[src/rtl/cfgld_pkg.sv]
package cfgld_pkg;

    typedef enum logic [1:0] {
        MODE_OFF,
        MODE_MASTER,
        MODE_SLAVE_CS,
        MODE_SLAVE_FREE
    } load_mode_t;

    typedef enum logic [1:0] {
        PH_LEN,
        PH_DATA,
        PH_DONE
    } phase_t;

    // Strap decode; unlisted encodings map to the idle mode.
    function automatic load_mode_t decode_straps(input logic [2:0] straps);
        case (straps)
            3'b000:  return MODE_MASTER;
            3'b001:  return MODE_SLAVE_CS;
            3'b111:  return MODE_SLAVE_FREE;
            default: return MODE_OFF;
        endcase
    endfunction

endpackage

[src/rtl/cfgld_master_clk.sv]
module cfgld_master_clk #(
    parameter int DIV_BASE = 16
) (
    input  logic       clk,
    input  logic       rst_n,
    input  logic       enable,
    input  logic [1:0] rate,
    output logic       cclk_o,
    output logic       tick_o
);
    localparam int CNT_W = $clog2(DIV_BASE);

    typedef struct packed {
        logic [CNT_W-1:0] cnt;
        logic             level;
    } mclk_t;

    mclk_t cur_q, nxt_d;
    logic [CNT_W-1:0] half_m1;

    always_comb begin
        half_m1 = CNT_W'((DIV_BASE >> 1) >> rate) - CNT_W'(1);
        nxt_d   = cur_q;
        tick_o  = 1'b0;
        if (!enable) begin
            nxt_d = '0;
        end else if (cur_q.cnt == half_m1) begin
            nxt_d.cnt   = '0;
            nxt_d.level = ~cur_q.level;
            tick_o      = ~cur_q.level;
        end else begin
            nxt_d.cnt = cur_q.cnt + CNT_W'(1);
        end
    end

    always_ff @(posedge clk) begin
        if (!rst_n) cur_q <= '0;
        else        cur_q <= nxt_d;
    end

    assign cclk_o = cur_q.level;

endmodule

[src/rtl/cfgld_slave_sync.sv]
module cfgld_slave_sync #(
    parameter int STAGES = 2
) (
    input  logic clk,
    input  logic rst_n,
    input  logic cclk_i,
    input  logic data_i,
    input  logic cs_n_i,
    output logic edge_o,
    output logic data_o,
    output logic sel_o
);
    typedef struct packed {
        logic cclk;
        logic dat;
        logic cs_n;
    } pin_t;

    localparam pin_t PIN_IDLE = '{cclk: 1'b0, dat: 1'b0, cs_n: 1'b1};

    typedef struct packed {
        pin_t [STAGES:0] pipe;
    } sync_t;

    sync_t cur_q, nxt_d;

    always_comb begin
        nxt_d.pipe[0] = '{cclk: cclk_i, dat: data_i, cs_n: cs_n_i};
        for (int i = 1; i <= STAGES; i++) begin
            nxt_d.pipe[i] = cur_q.pipe[i-1];
        end
    end

    generate
        for (genvar g = 0; g <= STAGES; g++) begin : g_stage
            always_ff @(posedge clk) begin
                if (!rst_n) cur_q.pipe[g] <= PIN_IDLE;
                else        cur_q.pipe[g] <= nxt_d.pipe[g];
            end
        end
    endgenerate

    assign edge_o = cur_q.pipe[STAGES-1].cclk & ~cur_q.pipe[STAGES].cclk;
    assign data_o = cur_q.pipe[STAGES-1].dat;
    assign sel_o  = ~cur_q.pipe[STAGES-1].cs_n;

endmodule

[src/rtl/cfgld_assembler.sv]
module cfgld_assembler
    import cfgld_pkg::*;
#(
    parameter int BYTE_W = 8,
    parameter int LEN_W  = 16
) (
    input  logic              clk,
    input  logic              rst_n,
    input  logic              bit_vld,
    input  logic              bit_val,
    output logic [BYTE_W-1:0] wr_data,
    output logic              wr_stb,
    output logic              done
);
    localparam int HDR_BYTES = LEN_W / BYTE_W;
    localparam int BCNT_W    = $clog2(BYTE_W);
    localparam int HCNT_W    = (HDR_BYTES > 1) ? $clog2(HDR_BYTES) : 1;

    typedef struct packed {
        phase_t            phase;
        logic [BYTE_W-1:0] shift;
        logic [BCNT_W-1:0] bcnt;
        logic [HCNT_W-1:0] hcnt;
        logic [LEN_W-1:0]  len;
        logic [LEN_W-1:0]  seen;
        logic [BYTE_W-1:0] wdata;
        logic              stb;
        logic              done;
    } asm_t;

    asm_t cur_q, nxt_d;
    logic [BYTE_W-1:0]       full;
    logic [LEN_W+BYTE_W-1:0] len_cat;
    logic [LEN_W-1:0]        len_n;
    logic [LEN_W-1:0]        seen_n;
    logic                    byte_end;

    always_comb begin
        nxt_d    = cur_q;
        nxt_d.stb = 1'b0;
        full     = {cur_q.shift[BYTE_W-2:0], bit_val};
        len_cat  = {cur_q.len, full};
        len_n    = len_cat[LEN_W-1:0];
        seen_n   = cur_q.seen + LEN_W'(1);
        byte_end = (cur_q.bcnt == BCNT_W'(BYTE_W - 1));

        if (bit_vld && cur_q.phase != PH_DONE) begin
            nxt_d.shift = full;
            nxt_d.bcnt  = byte_end ? '0 : cur_q.bcnt + BCNT_W'(1);
            if (byte_end) begin
                case (cur_q.phase)
                    PH_LEN: begin
                        nxt_d.len = len_n;
                        if (cur_q.hcnt == HCNT_W'(HDR_BYTES - 1)) begin
                            if (len_n == '0) begin
                                nxt_d.phase = PH_DONE;
                                nxt_d.done  = 1'b1;
                            end else begin
                                nxt_d.phase = PH_DATA;
                            end
                        end else begin
                            nxt_d.hcnt = cur_q.hcnt + HCNT_W'(1);
                        end
                    end
                    PH_DATA: begin
                        nxt_d.wdata = full;
                        nxt_d.stb   = 1'b1;
                        nxt_d.seen  = seen_n;
                        if (seen_n == cur_q.len) begin
                            nxt_d.phase = PH_DONE;
                            nxt_d.done  = 1'b1;
                        end
                    end
                    default: ;
                endcase
            end
        end
    end

    always_ff @(posedge clk) begin
        if (!rst_n) begin
            cur_q       <= '0;
            cur_q.phase <= PH_LEN;
        end else begin
            cur_q <= nxt_d;
        end
    end

    assign wr_data = cur_q.wdata;
    assign wr_stb  = cur_q.stb;
    assign done    = cur_q.done;

endmodule

[src/rtl/serial_cfg_loader.sv]
module serial_cfg_loader
    import cfgld_pkg::*;
#(
    parameter int DIV_BASE    = 16,
    parameter int SYNC_STAGES = 2,
    parameter int BYTE_W      = 8,
    parameter int LEN_W       = 16
) (
    input  logic              clk,
    input  logic              rst_n,
    input  logic [2:0]        mode_sel,
    input  logic [1:0]        rate_sel,
    input  logic              ext_cclk,
    input  logic              ser_data,
    input  logic              cs_in_n,
    output logic              cclk_out,
    output logic              init_o,
    output logic [BYTE_W-1:0] wr_data,
    output logic              wr_stb,
    output logic              cfg_done,
    output logic              cs_out_n
);
    typedef struct packed {
        load_mode_t mode;
        logic [1:0] rate;
        logic       init;
    } top_t;

    top_t       cur_q, nxt_d;
    load_mode_t mode_q;
    logic       m_tick, s_edge, s_data, s_sel;
    logic       bit_vld, bit_val;
    logic       done_w;

    always_comb begin
        nxt_d = cur_q;
        if (!rst_n) begin
            nxt_d.mode = decode_straps(mode_sel);
            nxt_d.rate = rate_sel;
            nxt_d.init = 1'b0;
        end else begin
            nxt_d.init = 1'b1;
        end
    end

    always_ff @(posedge clk) begin
        cur_q <= nxt_d;
    end

    assign mode_q = cur_q.mode;

    cfgld_master_clk #(.DIV_BASE(DIV_BASE)) u_mclk (
        .clk    (clk),
        .rst_n  (rst_n),
        .enable (mode_q == MODE_MASTER),
        .rate   (cur_q.rate),
        .cclk_o (cclk_out),
        .tick_o (m_tick)
    );

    cfgld_slave_sync #(.STAGES(SYNC_STAGES)) u_sync (
        .clk    (clk),
        .rst_n  (rst_n),
        .cclk_i (ext_cclk),
        .data_i (ser_data),
        .cs_n_i (cs_in_n),
        .edge_o (s_edge),
        .data_o (s_data),
        .sel_o  (s_sel)
    );

    always_comb begin
        case (mode_q)
            MODE_MASTER:     begin bit_vld = m_tick;          bit_val = ser_data; end
            MODE_SLAVE_FREE: begin bit_vld = s_edge;          bit_val = s_data;   end
            MODE_SLAVE_CS:   begin bit_vld = s_edge & s_sel;  bit_val = s_data;   end
            default:         begin bit_vld = 1'b0;            bit_val = 1'b0;     end
        endcase
    end

    cfgld_assembler #(.BYTE_W(BYTE_W), .LEN_W(LEN_W)) u_asm (
        .clk     (clk),
        .rst_n   (rst_n),
        .bit_vld (bit_vld),
        .bit_val (bit_val),
        .wr_data (wr_data),
        .wr_stb  (wr_stb),
        .done    (done_w)
    );

    assign init_o   = cur_q.init;
    assign cfg_done = done_w;
    assign cs_out_n = ~done_w;

endmodule

[config.mk]
export PLATFORM = sky130hd
export DESIGN_NAME = serial_cfg_loader
export DESIGN_NICKNAME = d
export VERILOG_FILES = /design/src/rtl/cfgld_pkg.sv /design/src/rtl/cfgld_master_clk.sv /design/src/rtl/cfgld_slave_sync.sv /design/src/rtl/cfgld_assembler.sv /design/src/rtl/serial_cfg_loader.sv
export SDC_FILE = /design/constraint.sdc
export NUM_CORES = 1
export LEC_CHECK = 0
export ABC_AREA = 1
export BUFFER_PORTS_ARGS = -buffer_cell sky130_fd_sc_hd__buf_2
export CORE_ASPECT_RATIO = 1.75
export CORE_MARGIN = 4
export CORE_UTILIZATION = 50
export CTS_CLUSTER_DIAMETER = 80
export DETAILED_ROUTE_END_ITERATION = 6
export HOLD_SLACK_MARGIN = 0.1
export MAX_ROUTING_LAYER = met4
export PLACE_DENSITY = 0.7
export SLEW_MARGIN = 20
export SYNTH_ARGS = -nofsm -noshare
export SYNTH_HDL_FRONTEND = slang
export SYNTH_SLANG_ARGS = --single-unit
[constraint.sdc]
create_clock -name clk -period 1.6 [get_ports clk]
set_input_delay 0.08 -clock clk [delete_from_list [all_inputs] [get_ports clk]]
set_output_delay 0.08 -clock clk [all_outputs]
set_load 0.01 [all_outputs]
* After elaboration in Yosys (flattened, before gate mapping)
Cells that the tools add are included. W data, S select, Z words.
Cells by class: reductions and logical operators 13, equal/unequal tests 13, bitwise operators 8, shifts and indexed selects 1, multiplexer cells 16, $add $sub $neg 5
Operator list (count):
- $add A16 B1 Y16 const B | 1
- $eq A16 B16 Y1 | 1
- $logic_not A16 Y1 | 1
- $reduce_and A3 Y1 | 3
- $mux W1 | 7
- $eq A3 B3 Y1 const B | 2
- $mux W2 | 3
- $ne A2 B1 Y1 const B | 3
- $not A1 Y1 | 6
- $pmux W2 S3 | 1
- $reduce_and A6 Y1 | 1
- $reduce_and A5 Y1 | 1
- $add A4 B1 Y4 const B | 1
- $eq A2 B1 Y1 const B | 2
- $eq A2 B2 Y1 const B | 2
- $eq A4 B4 Y1 | 1
- $pmux W1 S2 | 2
- $pmux W2 S2 | 1
- $shr A4 B2 Y4 const A | 1
- $sub A4 B2 Y4 const B | 1
- $add A3 B1 Y3 const B | 1
- $eq A3 B1 Y1 const B | 1
- $logic_not A3 Y1 | 1
- $mux W3 | 1
- other kinds (10) | 11
Storage, ports and cells: output and inout bits 13, word-level logic and storage cells 77, bits of input ports 10, register bits after elaboration 72

* Depth between registers and ports, before layout
Gate-level depths: netlist of run 1.
word-level depth 7, depth in mapped cells 16, mapped depth without buffers 16

* Hierarchy
A second synthesis of run 1 with hierarchy kept.
Second synthesis, totals: cell total of the unflattened synthesis 491, area, all modules 3494.6 sq um
Modules (own cells, without submodules):
- cfgld_assembler | sequential area each 1101.1 sq um, area an instance 2762.6 sq um, cells each 401, times used 1
- cfgld_master_clk | sequential area each 100.1 sq um, area an instance 295.3 sq um, cells each 39, times used 1
- serial_cfg_loader | sequential area each 140.1 sq um, area an instance 232.7 sq um, cells each 27, times used 1
- cfgld_slave_sync | sequential area each 140.1 sq um, area an instance 203.9 sq um, cells each 24, times used 1

* Least setup slack after synthesis of run 1
OpenSTA, ideal clock, no wires.
path kind reg-to-reg, start register u_asm.cur_q[10] (netlist bit), end register u_asm.cur_q[54] (netlist bit), setup time 0.132 ns, path buffers 0, path slack -0.119 ns, clock period less this slack 1.719 ns, stages on the path, launching flop included 17, required time 1.468 ns, arrival 1.587 ns, cell sequence dfxtp_1 -> ha_1 -> nand2_1 -> nor2_4 -> nand2_1 -> nand2_1 -> nand2_1 -> nand2_1 -> nand2_1 -> nor2_1 -> nand2_1 -> nor2_1 -> nand3_1 -> nand2_1 -> nand2_1 -> nand2_1 -> a21oi_1
Between the ends: longest elaborated chain between the ends 4
Ends and longest elaborated chain:
- start: declaration | RTL line cfgld_assembler.sv:31 | asm_t cur_q, nxt_d;
- start signal: assignment | RTL line cfgld_assembler.sv:85 | cur_q <= nxt_d;
- $add A16 B1 Y16 | RTL line cfgld_assembler.sv:44 | seen_n = cur_q.seen + LEN_W'(1);
- $eq A16 B16 Y1 | RTL line cfgld_assembler.sv:69 | if (seen_n == cur_q.len) begin
- $ne A2 B1 Y1 (no line)
- $reduce_and A5 Y1 (no line)
Every way passes these cells. A chain may end at the register's enable or synchronous reset.

* Worst setup path in the final report of run 1
start register cur_q[2] (netlist bit), end register u_asm.cur_q[55] (netlist bit)
Between the ends: longest elaborated chain between the ends 7
Ends and longest elaborated chain:
- start: declaration | RTL line serial_cfg_loader.sv:29 | top_t cur_q, nxt_d;
- start signal: assignment | RTL line serial_cfg_loader.sv:47 | cur_q <= nxt_d;
- $shr A4 B2 Y4 | RTL line cfgld_master_clk.sv:22 | half_m1 = CNT_W'((DIV_BASE >> 1) >> rate) - CNT_W'(1);
- $sub A4 B2 Y4 | RTL line cfgld_master_clk.sv:22
- $eq A4 B4 Y1 | RTL line cfgld_master_clk.sv:27 | end else if (cur_q.cnt == half_m1) begin
- $mux W1 | RTL line cfgld_master_clk.sv:27
- $pmux W1 S3 | RTL line serial_cfg_loader.sv:73 | case (mode_q)
- $logic_and A1 B1 Y1 | RTL line cfgld_assembler.sv:47 | if (bit_vld && cur_q.phase != PH_DONE) begin
- $reduce_and A5 Y1 (no line)
Every way passes these cells.

==> results of run 1 <==
==> cells in the mapped netlist <==
cell,number
nor4_1,4
o21ai_0,28
edfxtp_1,4
nand2_2,3
nor2_4,5
ha_1,4
buf_4,9
nor2_8,1
o21ai_1,7
and2_1,2
clkbuf_1,6
xor2_1,2
o21a_1,1
nand2_1,100
and3_1,1
nor2_1,39
nand3_1,51
nand2_4,3
buf_2,1
xnor2_1,2
buf_6,6
inv_1,56
a21boi_0,1
dfxtp_1,68
nand4_1,11
a211oi_1,1
or2_2,2
nor2_2,2
o21bai_1,2
a21oi_1,55
buf_1,1
o211ai_1,2
clkinv_1,2
==> stage by stage <==
stage | hold WS (ns) | util
2_1_floorplan | 0.108 | -
3_3_place_gp | 0.257 | 0.586
3_5_place_dp | 0.258 | 0.586
4_1_cts | 0.128 | 0.692
5_1_grt | 0.177 | 0.711
6_report | 0.130 | 0.711
==> kinds of logic after synthesis <==
family                   Yosys count  synth area share
AND/OR/NAND/NOR                  224             0.298
AO/OA/AOI/OAI                     97             0.144
buffers and inverters             81             0.110
flip-flops                        72             0.424
XOR/XNOR                           4            0.0100
adder cells (fa/ha/maj)            4            0.0143
==> layer usage <==
metal,part of all wire,vias up
met3,0.035,53
met4,0.060,0
li1,-,1775
met5,0,-
met2,0.57,119
met1,0.34,1720
==> how the worst max path moves through the flow <==
| stage | from | to | slack [ns] | cells past startpoint |
|---|---|---|---|---|
| after floorplan | cur_q[2] | u_asm.cur_q[40] | -0.11 | 12 |
| after global placement | cur_q[2] | u_asm.cur_q[18] | -0.31 | 11 |
| after detailed placement | cur_q[2] | u_asm.cur_q[13] | -0.38 | 11 |
| after CTS | cur_q[2] | u_asm.cur_q[10] | -0.32 | 13 |
| after global routing | cur_q[2] | u_asm.cur_q[55] | -0.59 | 13 |
| final | cur_q[2] | u_asm.cur_q[55] | -0.47 | 13 |
==> final cells by class <==
type                       instances  area (um2)  area share
clock buffer                      11         253      0.0518
clock inverter                     5        62.6      0.0128
inverter                          58         219      0.0449
multi-input combinational        334        1970       0.403
sequential                        72        1490       0.306
tap                               84         105      0.0215
timing repair buffer             100         771       0.158
timing repair inverter             1        8.76     0.00180
==> what timing repair did <==
action / in CTS / in global routing
gates cloned: 6 / 1
hold endpoints to repair: 6 / 0
setup endpoints to repair: 55 / 57
hold buffers: 6 / 0
pin swaps: 11 / 11
resized for setup: 59 / 34
buffers inserted: 11 / 1
==> power by group <==
| group | switching (mW) | total (mW) | internal [mW] |
|---|---|---|---|
| clock network | 0.810 | 2.11 | 1.30 |
| logic | 0.186 | 0.321 | 0.135 |
| registers | 0.0468 | 1.90 | 1.85 |
| total | 1.04 | 4.33 | 3.29 |
==> state kept, by name, indices dropped and copies added, names as in the netlist <==
| register | cells |
|---|---|
| u_sync.cur_q | 6 |
| u_asm.cur_q | 45 |
| u_asm.wr_data | 8 |
| u_mclk.cclk_o | 1 |
| u_asm.done | 1 |
| u_mclk.cur_q | 4 |
| init_o | 1 |
| u_asm.wr_stb | 1 |
| cur_q | 2 |
| mode_q | 2 |
| u_sync.data_o | 1 |
==> worst register-to-register path, delay by kind of cell, from the launching register on <==
family          cells  cell delay (ns)
compound gates      3             0.30
buf+inv             3             0.46
flops               1             0.44
simple gates        7             0.75
==> flow_metrics.env, run 1 <==
export IMPL_met2_usage=0.483
export IMPL_clock_path_buffers=2
export IMPL_rows=40
export IMPL_syn_area_mm2=0.00350
export IMPL_synth_top_area_frac=0.389
export IMPL_grtUsageMet1=0.254
export IMPL_tns_ns=-21.09
export IMPL_busiest_layer="met2"
export IMPL_violations="negative setup slack"
export IMPL_cts_sinks=72
export IMPL_whs_path_depth=3
export IMPL_crit_buf_inv=3
export IMPL_leakagePower_nw=2.03
export IMPL_postRouteAntennaNets=0
export IMPL_rr_worst_depth=13
export IMPL_path_delay_family="simple AND/OR/NAND/NOR gates"
export IMPL_yosys_warnings=0
export IMPL_cts_root_buf="clkbuf_16"
export IMPL_fin_nets=590
export IMPL_min_period_ns=2.07
export IMPL_placed_area_mm2=0.00402
export IMPL_routed_wl_um=10800
export IMPL_fin_area_mm2=0.00488
export IMPL_grtUsageMet3=0.0519
export IMPL_whs_endpoint="mode_q[1]"
export IMPL_final_layout_size_suffix_gt1_frac=0.339
export IMPL_clk_latency_ns=0.34
export IMPL_timing_fmax_ghz=0.484
export IMPL_start_kind="flip-flop"
export IMPL_area_growth_pct=39.5
export IMPL_timing_rr_end="u_asm.cur_q[55]"
export IMPL_setup_ws_ns=-0.467
export IMPL_numCtsBuffers=9
export IMPL_hp_class="input port to flip-flop"
export IMPL_vias=3667
export IMPL_synthCells=482
export IMPL_rsz0062_at_grt="true"
export IMPL_io_pins=23
export IMPL_final_common_cell="nand2_1"
export IMPL_first_iter_violations=247
export IMPL_firstDrtPassIters=7
export IMPL_ys_seq_area_frac=0.424
export IMPL_vias_per_cell=5.51
export IMPL_grt_usage=0.269
export IMPL_diodes=0
export IMPL_mostFrequentLayoutCells="93 x nand2_1, 63 x buf_4, 62 x dfxtp_1"
export IMPL_status="complete, but fails checks"
export IMPL_maxSlewViolCount=0
export IMPL_hold_viol=0
export IMPL_die_w_um=71.2
export IMPL_r2r_start="cur_q[2]"
export IMPL_p_total_mw=4.33
export IMPL_tightestPinTransition_ns=1.16
export IMPL_floorplan_initialDensity=0.510
export IMPL_dp_cells=624
export IMPL_grt_pass1_wl_um=17200
export IMPL_crit_required_ns=1.82
export IMPL_yosys_area_top_type="dfxtp_1"
export IMPL_cts_htree_levels=3
export IMPL_cts_tree="yes"
export IMPL_critPathCaptureType="flip-flop"
export IMPL_wl_per_cell_um=16.3
export IMPL_cp_arrival_ns=2.29
export IMPL_path_cells="buf_4 -> a21oi_1 -> o21a_1 -> and3_1 -> nand2_2 -> nand2_4 -> nand2_4 -> nor2_8 -> buf_12 -> buf_6 -> nand4_1 -> nand2_1 -> a21oi_1"
export IMPL_rrSetupSlack_ns=-0.47
export IMPL_synth_cell_types=33
export IMPL_hold_start="mode_sel[0]"
export IMPL_die_area_mm2=0.00845
export IMPL_place_congestion=0.948
export IMPL_clk_pin_slew_ns=0.06
export IMPL_avgSynthCellArea_um2=7.26
export IMPL_cp_slowest_stage_delay_ns=0.44
export IMPL_max_cap_violations=0
export IMPL_place_ws_ns=-0.381
export IMPL_grt_max_degree=42
export IMPL_coreArea_mm2=0.00686
export IMPL_layout_cells_non_filler=665
export IMPL_slew_headroom=0.225
export IMPL_post_dp_hpwl_um=6590
export IMPL_p_per_area_mw_per_mm2=888
export IMPL_first_global_vias=3757
export IMPL_finalCritPeriodShare=1.29
export IMPL_synth_net_count=496
export IMPL_ys_seq_elements=72
export IMPL_irDropWorstVdd_v=0.000909
export IMPL_cp_slowest_cell="edfxtp_1"
export IMPL_setup_viol=56
export IMPL_antenna_found_initial=0
export IMPL_grt_ovfl_total=0
export IMPL_criticalPathCategory="flip-flop to flip-flop"
export IMPL_die_h_um=119
export IMPL_drc=0
export IMPL_synth_area_leaders="dfxtp_1 39%, nand2_1 11%, a21oi_1 7.9%, nand3_1 7.3%, inv_1 6.0%"
export IMPL_nFillCells=497
export IMPL_finalClockSkew_ns=0.00566
export IMPL_cp_max_fo=12
export IMPL_port_buffers=22
Note: power is estimated with default switching activity, not from simulation.
==> run 2: changes to the inputs <==
--- a/config.mk
+++ b/config.mk
@@ -7,6 +7,7 @@
 export LEC_CHECK = 0
 export ABC_AREA = 1
 export BUFFER_PORTS_ARGS = -buffer_cell sky130_fd_sc_hd__buf_2
+export CAP_MARGIN = 20
 export CORE_ASPECT_RATIO = 1.75
 export CORE_MARGIN = 4
 export CORE_UTILIZATION = 50
@@ -18,4 +19,5 @@
 export SLEW_MARGIN = 20
 export SYNTH_ARGS = -nofsm -noshare
 export SYNTH_HDL_FRONTEND = slang
+export SYNTH_HIERARCHICAL = 1
 export SYNTH_SLANG_ARGS = --single-unit
==> flow_metrics.env, run 2 <==
export IMPL_crit_required_ns=1.84
export IMPL_cp_max_fo=8
export IMPL_start_kind="flip-flop"
export IMPL_criticalPathCategory="flip-flop to flip-flop"
export IMPL_area_growth_pct=42.9
export IMPL_dp_cells=623
export IMPL_synth_net_count=505
export IMPL_status="complete, but fails checks"
export IMPL_clock_path_buffers=2
export IMPL_grt_usage=0.253
export IMPL_largest_register="u_asm/cur_q"
export IMPL_tns_ns=-19.46
export IMPL_antenna_found_initial=0
export IMPL_wl_met2_um=5780
export IMPL_timing_rr_end="u_asm/cur_q[11]"
export IMPL_post_dp_hpwl_um=6380
export IMPL_cts_root_buf="clkbuf_16"
export IMPL_setup_viol=56
export IMPL_largest_reg_flops=45
export IMPL_clk_latency_ns=0.33
export IMPL_numCtsBuffers=9
export IMPL_setup_ws_ns=-0.480
export IMPL_fin_area_mm2=0.00499
export IMPL_timing_fmax_ghz=0.481
export IMPL_io_pins=23
export IMPL_route_met3_wl_um=334
export IMPL_p_int_mw=3.10
export IMPL_synthTopCellsByCount="107 x nand2_1, 73 x inv_1, 68 x dfxtp_1"
export IMPL_postRouteAntennaNets=0
export IMPL_avgSynthCellArea_um2=7.12
export IMPL_synth_edff_count=4
export IMPL_final_layout_size_suffix_gt1_frac=0.341
export IMPL_ys_seq_elements=72
export IMPL_port_buffers=22
export IMPL_hold_viol=0
export IMPL_wl_per_cell_um=15.8
export IMPL_p_per_area_mw_per_mm2=794
export IMPL_net_switching_power_mw=0.869
export IMPL_finalClockSkew_ns=0.00460
export IMPL_grt_max_degree=46
export IMPL_rows=40
export IMPL_cts_tree="yes"
export IMPL_rsz0062_at_grt="true"
export IMPL_layout_cells_non_filler=670
export IMPL_synth_top_area_frac=0.390
export IMPL_fin_nets=596
export IMPL_placed_area_mm2=0.00401
export IMPL_maxSlewViolCount=0
export IMPL_first_iter_violations=232
export IMPL_coreArea_mm2=0.00686
export IMPL_critPathCaptureType="flip-flop"
export IMPL_cts_htree_levels=3
export IMPL_diodes=0
export IMPL_rr_worst_depth=15
export IMPL_synthFlopType="dfxtp_1"
export IMPL_yosysMostFrequentCell="nand2_1"
export IMPL_drc=0
export IMPL_finalCritPeriodShare=1.30
export IMPL_r2r_start="cur_q[2]"
export IMPL_p_sw_frac=0.219
export IMPL_first_global_vias=3625
export IMPL_place_congestion=0.968
export IMPL_m1WireLength_um=3570
export IMPL_place_ws_ns=-0.350
export IMPL_maxUsedRoutingLayer="met4"
export IMPL_die_area_mm2=0.00844
export IMPL_rrSetupSlack_ns=-0.48
export IMPL_final_common_cell="nand2_1"
export IMPL_floorplan_initialDensity=0.510
export IMPL_vias_per_cell=5.45
export IMPL_min_period_ns=2.08
export IMPL_yosys_area_top_type="dfxtp_1"
export IMPL_tightestPinTransition_ns=0.741
export IMPL_cts_sinks=72
export IMPL_die_h_um=119
export IMPL_leakagePower_nw=2.21
export IMPL_cp_arrival_ns=2.32
export IMPL_fin_util=0.728
export IMPL_yosys_warnings=6
export IMPL_violations="negative setup slack"
export IMPL_async_reset_ff_frac=0
export IMPL_hold_start="mode_sel[2]"
export IMPL_grt_pass1_wl_um=16100
export IMPL_whs_endpoint="mode_q[0]"
export IMPL_grt_ovfl_total=0
export IMPL_synth_area_leaders="dfxtp_1 39%, nand2_1 11%, inv_1 7.8%, a21oi_1 6.3%, o21ai_0 5.7%"
export IMPL_firstDrtPassIters=6
export IMPL_p_total_mw=3.97
export IMPL_slew_headroom=0.506
export IMPL_synthCells=491
export IMPL_pwr_share_clk=0.458
export IMPL_ys_seq_area_frac=0.424
export IMPL_die_w_um=71.2
export IMPL_syn_area_mm2=0.00349
export IMPL_max_cap_violations=0
export IMPL_combPwrFrac=0.072
export IMPL_fin_hold_ws_ns=0.111
export IMPL_vias=3653
export IMPL_clk_pin_slew_ns=0.05
export IMPL_routed_wl_um=10600
export IMPL_whs_path_depth=3
export IMPL_hp_class="input port to flip-flop"
export IMPL_mostFrequentLayoutCells="91 x nand2_1, 70 x inv_1, 64 x dfxtp_1"
export IMPL_synth_cell_types=30
export IMPL_irDropWorstVdd_v=0.000767
export IMPL_seq_power_share=0.471
run 2: cell types whose count changed in the layout (fill, tap and decap cells not counted), moves of 4 or more:
cell     delta
inv_1      +15
nand2_2     +5
nor2_4      +5
a21oi_1    -15
o21ai_0     +6
o21ai_2     -6
a21oi_2     +4
nand2_8     -5
nand3_1    -12
run 2: timing repair:
action,in CTS,in global routing
gates cloned,2,2
pin swaps,7,10
hold buffers,7,0
setup endpoints to repair,55,56
setup buffers,11,13
hold endpoints to repair,6,0
resized for setup,42,77
run 2: layout make-up:
| class | instances | area [um2] |
|---|---|---|
| multi-input combinational | 320 | 1950 |
| fill | 479 | 1860 |
| sequential | 72 | 1490 |
| timing repair buffer | 103 | 883 |
| inverter | 76 | 298 |
| clock buffer | 14 | 264 |
| tap | 84 | 105 |
| clock inverter | 1 | 5.00 |
run 2: how the worst max path moves through the flow:
stage,startpoint,to,cells after the start
2_1_floorplan,cur_q[2],u_asm/cur_q[24],15
3_3_place_gp,u_asm/cur_q[10],u_asm/cur_q[54],16
3_5_place_dp,cur_q[2],u_asm/done,14
4_1_cts,cur_q[2],u_asm/cur_q[11],15
5_1_grt,cur_q[1],u_asm/cur_q[11],16
6_report,cur_q[2],u_asm/cur_q[11],15
run 2: cell families after synthesis:
kind of cell	after synthesis	synth area share
DFF	72	0.424
AOI/OAI and AO/OA	92	0.139
xor gates and xnor gates	7	0.0215
and+or+nand+nor	217	0.286
buffers and inverters	99	0.116
adders and majority gates	4	0.0143
run 2: power groups by stage:
stage	registers, mW	logic [mW]	clock network, mW
global placement	1.90	0.186	0
detailed placement	1.90	0.192	0
CTS	1.86	0.250	1.85
finish	1.87	0.284	1.82
global route	1.87	0.309	1.94
floorplan	1.90	0.114	0
run 2: worst max-delay path: stages (launching register included):
cell	delay, ns
edfxtp_1	0.34
inv_2	0.04
or2_1	0.23
nand2_2	0.11
nand4_4	0.11
nor2_2	0.10
nand3_1	0.08
nand2_1	0.08
o21ai_2	0.08
nor2_4	0.16
nand2_4	0.12
inv_6	0.11
buf_12	0.11
buf_16	0.12
nand2_2	0.04
a21oi_1	0.14
run 2: routing by layer:
metal | up-vias | track usage
met5 | - | -
met2 | 119 | 0.449
met3 | 56 | 0.0477
met4 | 0 | 0.207
met1 | 1718 | 0.220
li1 | 1760 | -
==> run 3: changes to the inputs <==
--- a/config.mk
+++ b/config.mk
@@ -11,11 +11,13 @@
 export CORE_ASPECT_RATIO = 1.75
 export CORE_MARGIN = 4
 export CORE_UTILIZATION = 50
+export CTS_BUF_LIST = sky130_fd_sc_hd__clkbuf_4 sky130_fd_sc_hd__clkbuf_8
 export CTS_CLUSTER_DIAMETER = 80
 export DETAILED_ROUTE_END_ITERATION = 6
 export HOLD_SLACK_MARGIN = 0.1
 export MAX_ROUTING_LAYER = met4
-export PLACE_DENSITY = 0.7
+export PLACE_DENSITY = 0.68
+export SKIP_LAST_GASP = 1
 export SLEW_MARGIN = 20
 export SYNTH_ARGS = -nofsm -noshare
 export SYNTH_HDL_FRONTEND = slang
==> constraint.sdc (replaced) <==
create_clock -name clk -period 2.31 [get_ports clk]
set_input_delay 0.1155 -clock clk [delete_from_list [all_inputs] [get_ports clk]]
set_output_delay 0.1155 -clock clk [all_outputs]
set_load 0.01 [all_outputs]
==> flow_metrics.env, run 3 (same netlist as run 2, synthesis figures left out) <==
export IMPL_finalCritPeriodShare=0.907
export IMPL_cp_max_fo=27
export IMPL_numCtsBuffers=9
export IMPL_die_h_um=119
export IMPL_dp_cells=580
export IMPL_tightestPinTransition_ns=0.775
export IMPL_io_pins=23
export IMPL_vias_per_cell=5.24
export IMPL_wl_per_cell_um=13.4
export IMPL_hp_class="input port to flip-flop"
export IMPL_grt_usage=0.216
export IMPL_path_delay_family="simple AND/OR/NAND/NOR gates"
export IMPL_cts_root_buf="clkbuf_8"
export IMPL_pwr_share_clk=0.423
export IMPL_timing_fmax_ghz=0.477
export IMPL_crit_top_cell="nand2_1"
export IMPL_mostFrequentLayoutCells="105 x nand2_1, 72 x inv_1, 64 x dfxtp_1"
export IMPL_firstDrtPassIters=4
export IMPL_cts_sinks=72
export IMPL_grt_max_degree=46
export IMPL_finalClockSkew_ns=0.00712
export IMPL_crit_buf_inv=2
export IMPL_area_growth_pct=14.0
export IMPL_min_period_ns=2.09
export IMPL_clock_path_buffers=2
export IMPL_grt_pass1_wl_um=13800
export IMPL_r2r_start="cur_q[1]"
export IMPL_whs_path_depth=3
export IMPL_p_sw_frac=0.222
export IMPL_irDropWorstVdd_v=0.000481
export IMPL_die_area_mm2=0.00844
export IMPL_postRouteAntennaNets=0
export IMPL_place_congestion=0.823
export IMPL_cp_arrival_ns=2.35
export IMPL_start_kind="flip-flop"
export IMPL_crit_cells=15
export IMPL_clk_latency_ns=0.35
export IMPL_post_dp_hpwl_um=5900
export IMPL_p_total_mw=2.44
export IMPL_rrSetupSlack_ns=0.22
export IMPL_first_iter_violations=223
export IMPL_die_w_um=71.2
export IMPL_antenna_found_initial=0
export IMPL_first_global_vias=3048
export IMPL_largest_register="u_asm/cur_q"
export IMPL_vias=3174
export IMPL_timing_rr_end="u_asm/cur_q[54]"
export IMPL_net_switching_power_mw=0.542
export IMPL_cp_slowest_stage_delay_ns=0.41
export IMPL_layout_cells_non_filler=606
export IMPL_largest_reg_flops=45
export IMPL_setup_viol=0
export IMPL_maxSlewViolCount=0
export IMPL_hold_viol=0
export IMPL_criticalPathCategory="flip-flop to flip-flop"
export IMPL_cp_slowest_cell="edfxtp_1"
export IMPL_final_layout_size_suffix_gt1_frac=0.149
export IMPL_crit_required_ns=2.56
export IMPL_rows=40
export IMPL_status="completed"
export IMPL_fin_nets=531
export IMPL_p_int_mw=1.90
export IMPL_nFillCells=632
export IMPL_slew_headroom=0.482
export IMPL_p_per_area_mw_per_mm2=612
export IMPL_drc=0
export IMPL_diodes=0
export IMPL_final_common_cell="nand2_1"
export IMPL_critPathCaptureType="flip-flop"
export IMPL_combPwrFrac=0.047
export IMPL_cts_tree="yes"
export IMPL_leakagePower_nw=1.77
export IMPL_cts_htree_levels=3
export IMPL_floorplan_initialDensity=0.510
export IMPL_seq_power_share=0.529
export IMPL_path_cells="nand2_1 -> nand2_1 -> nor2_4 -> nand4_2 -> nor2_1 -> nand3_1 -> nand2_1 -> o21ai_1 -> nor2_1 -> nand2_2 -> buf_12 -> nand2_1 -> nand3_2 -> nand2_1 -> inv_1"
export IMPL_port_buffers=22
export IMPL_fin_util=0.581
export IMPL_crit_path_end="u_asm/cur_q[54]"
export IMPL_clk_pin_slew_ns=0.07
export IMPL_grt_ovfl_total=0
export IMPL_rr_worst_depth=15
export IMPL_coreArea_mm2=0.00686
export IMPL_cp_startpoint="cur_q[1]"
export IMPL_routed_wl_um=8140
export IMPL_max_cap_violations=0
run 3: changes by cell type in the layout (fill, tap and decap cells not counted), moves of 7 or more:
| cell | delta |
|---|---|
| clkbuf_16 | -11 |
| o21ai_2 | -17 |
| nand2_4 | -7 |
| nand2_2 | -7 |
| nand2_1 | +14 |
| clkbuf_8 | +9 |
| o21ai_1 | -8 |
| o21ai_0 | +29 |
| buf_4 | -54 |
| a21oi_1 | +16 |
| a21oi_2 | -15 |
run 3: final cells by class:
class | count | area (um2) | area share
multi-input combinational | 320 | 1630 | 0.408
clock buffer | 13 | 166 | 0.0418
sequential | 72 | 1490 | 0.373
timing repair buffer | 38 | 274 | 0.0688
tap | 84 | 105 | 0.0264
clock inverter | 3 | 40.0 | 0.0100
inverter | 76 | 285 | 0.0716
run 3: power by group through the flow:
stage / clock network (mW) / logic [mW] / registers, mW
after floorplan: 0 / 0.0753 / 1.31
after global placement: 0 / 0.105 / 1.32
after detailed placement: 0 / 0.108 / 1.32
after CTS: 1.06 / 0.116 / 1.29
after global routing: 1.12 / 0.134 / 1.29
final: 1.03 / 0.115 / 1.29
run 3: worst min-delay path, stage by stage:
cell	delay, ns
buf_2	0.09
nand3_1	0.09
nand2_1	0.07
run 3: worst min path at each step:
stage	start	end	slack, ns
finish	mode_sel[2]	mode_q[0]	0.11
global placement	cs_in_n	u_sync/cur_q[0]	0.29
detailed placement	cs_in_n	u_sync/cur_q[0]	0.29
global route	mode_sel[2]	mode_q[0]	0.14
floorplan	rst_n	init_o	0.14
CTS	mode_sel[2]	mode_q[0]	0.10
run 3: routing by layer:
metal | up-vias | wire length [um] | track usage
li1 | 1620 | - | -
met1 | 1456 | 2920 | 0.205
met2 | 65 | 4420 | 0.372
met3 | 33 | 221 | 0.0340
met4 | 0 | 586 | 0.174
met5 | - | 0 | -
run 3: stage by stage:
stage / hold slack [ns] / setup slack (ns) / cell area (um2) / setup TNS [ns]
final: 0.113 / 0.215 / 3990 / 0
after global routing: 0.136 / -0.000774 / 3990 / -0.000774
after CTS: 0.101 / 0.159 / 3920 / 0
after detailed placement: 0.288 / 0.173 / 3650 / 0
after global placement: 0.289 / 0.234 / 3650 / 0
after floorplan: 0.143 / 0.310 / 3490 / 0
run 3: repair_timing:
item                                    in CTS  in global routing
endpoints found under the hold margin        6                  0
endpoints found under the setup margin       0                 27
hold buffers                                 6                  0
resized for setup                            0                 16
buffers inserted                             0                  4
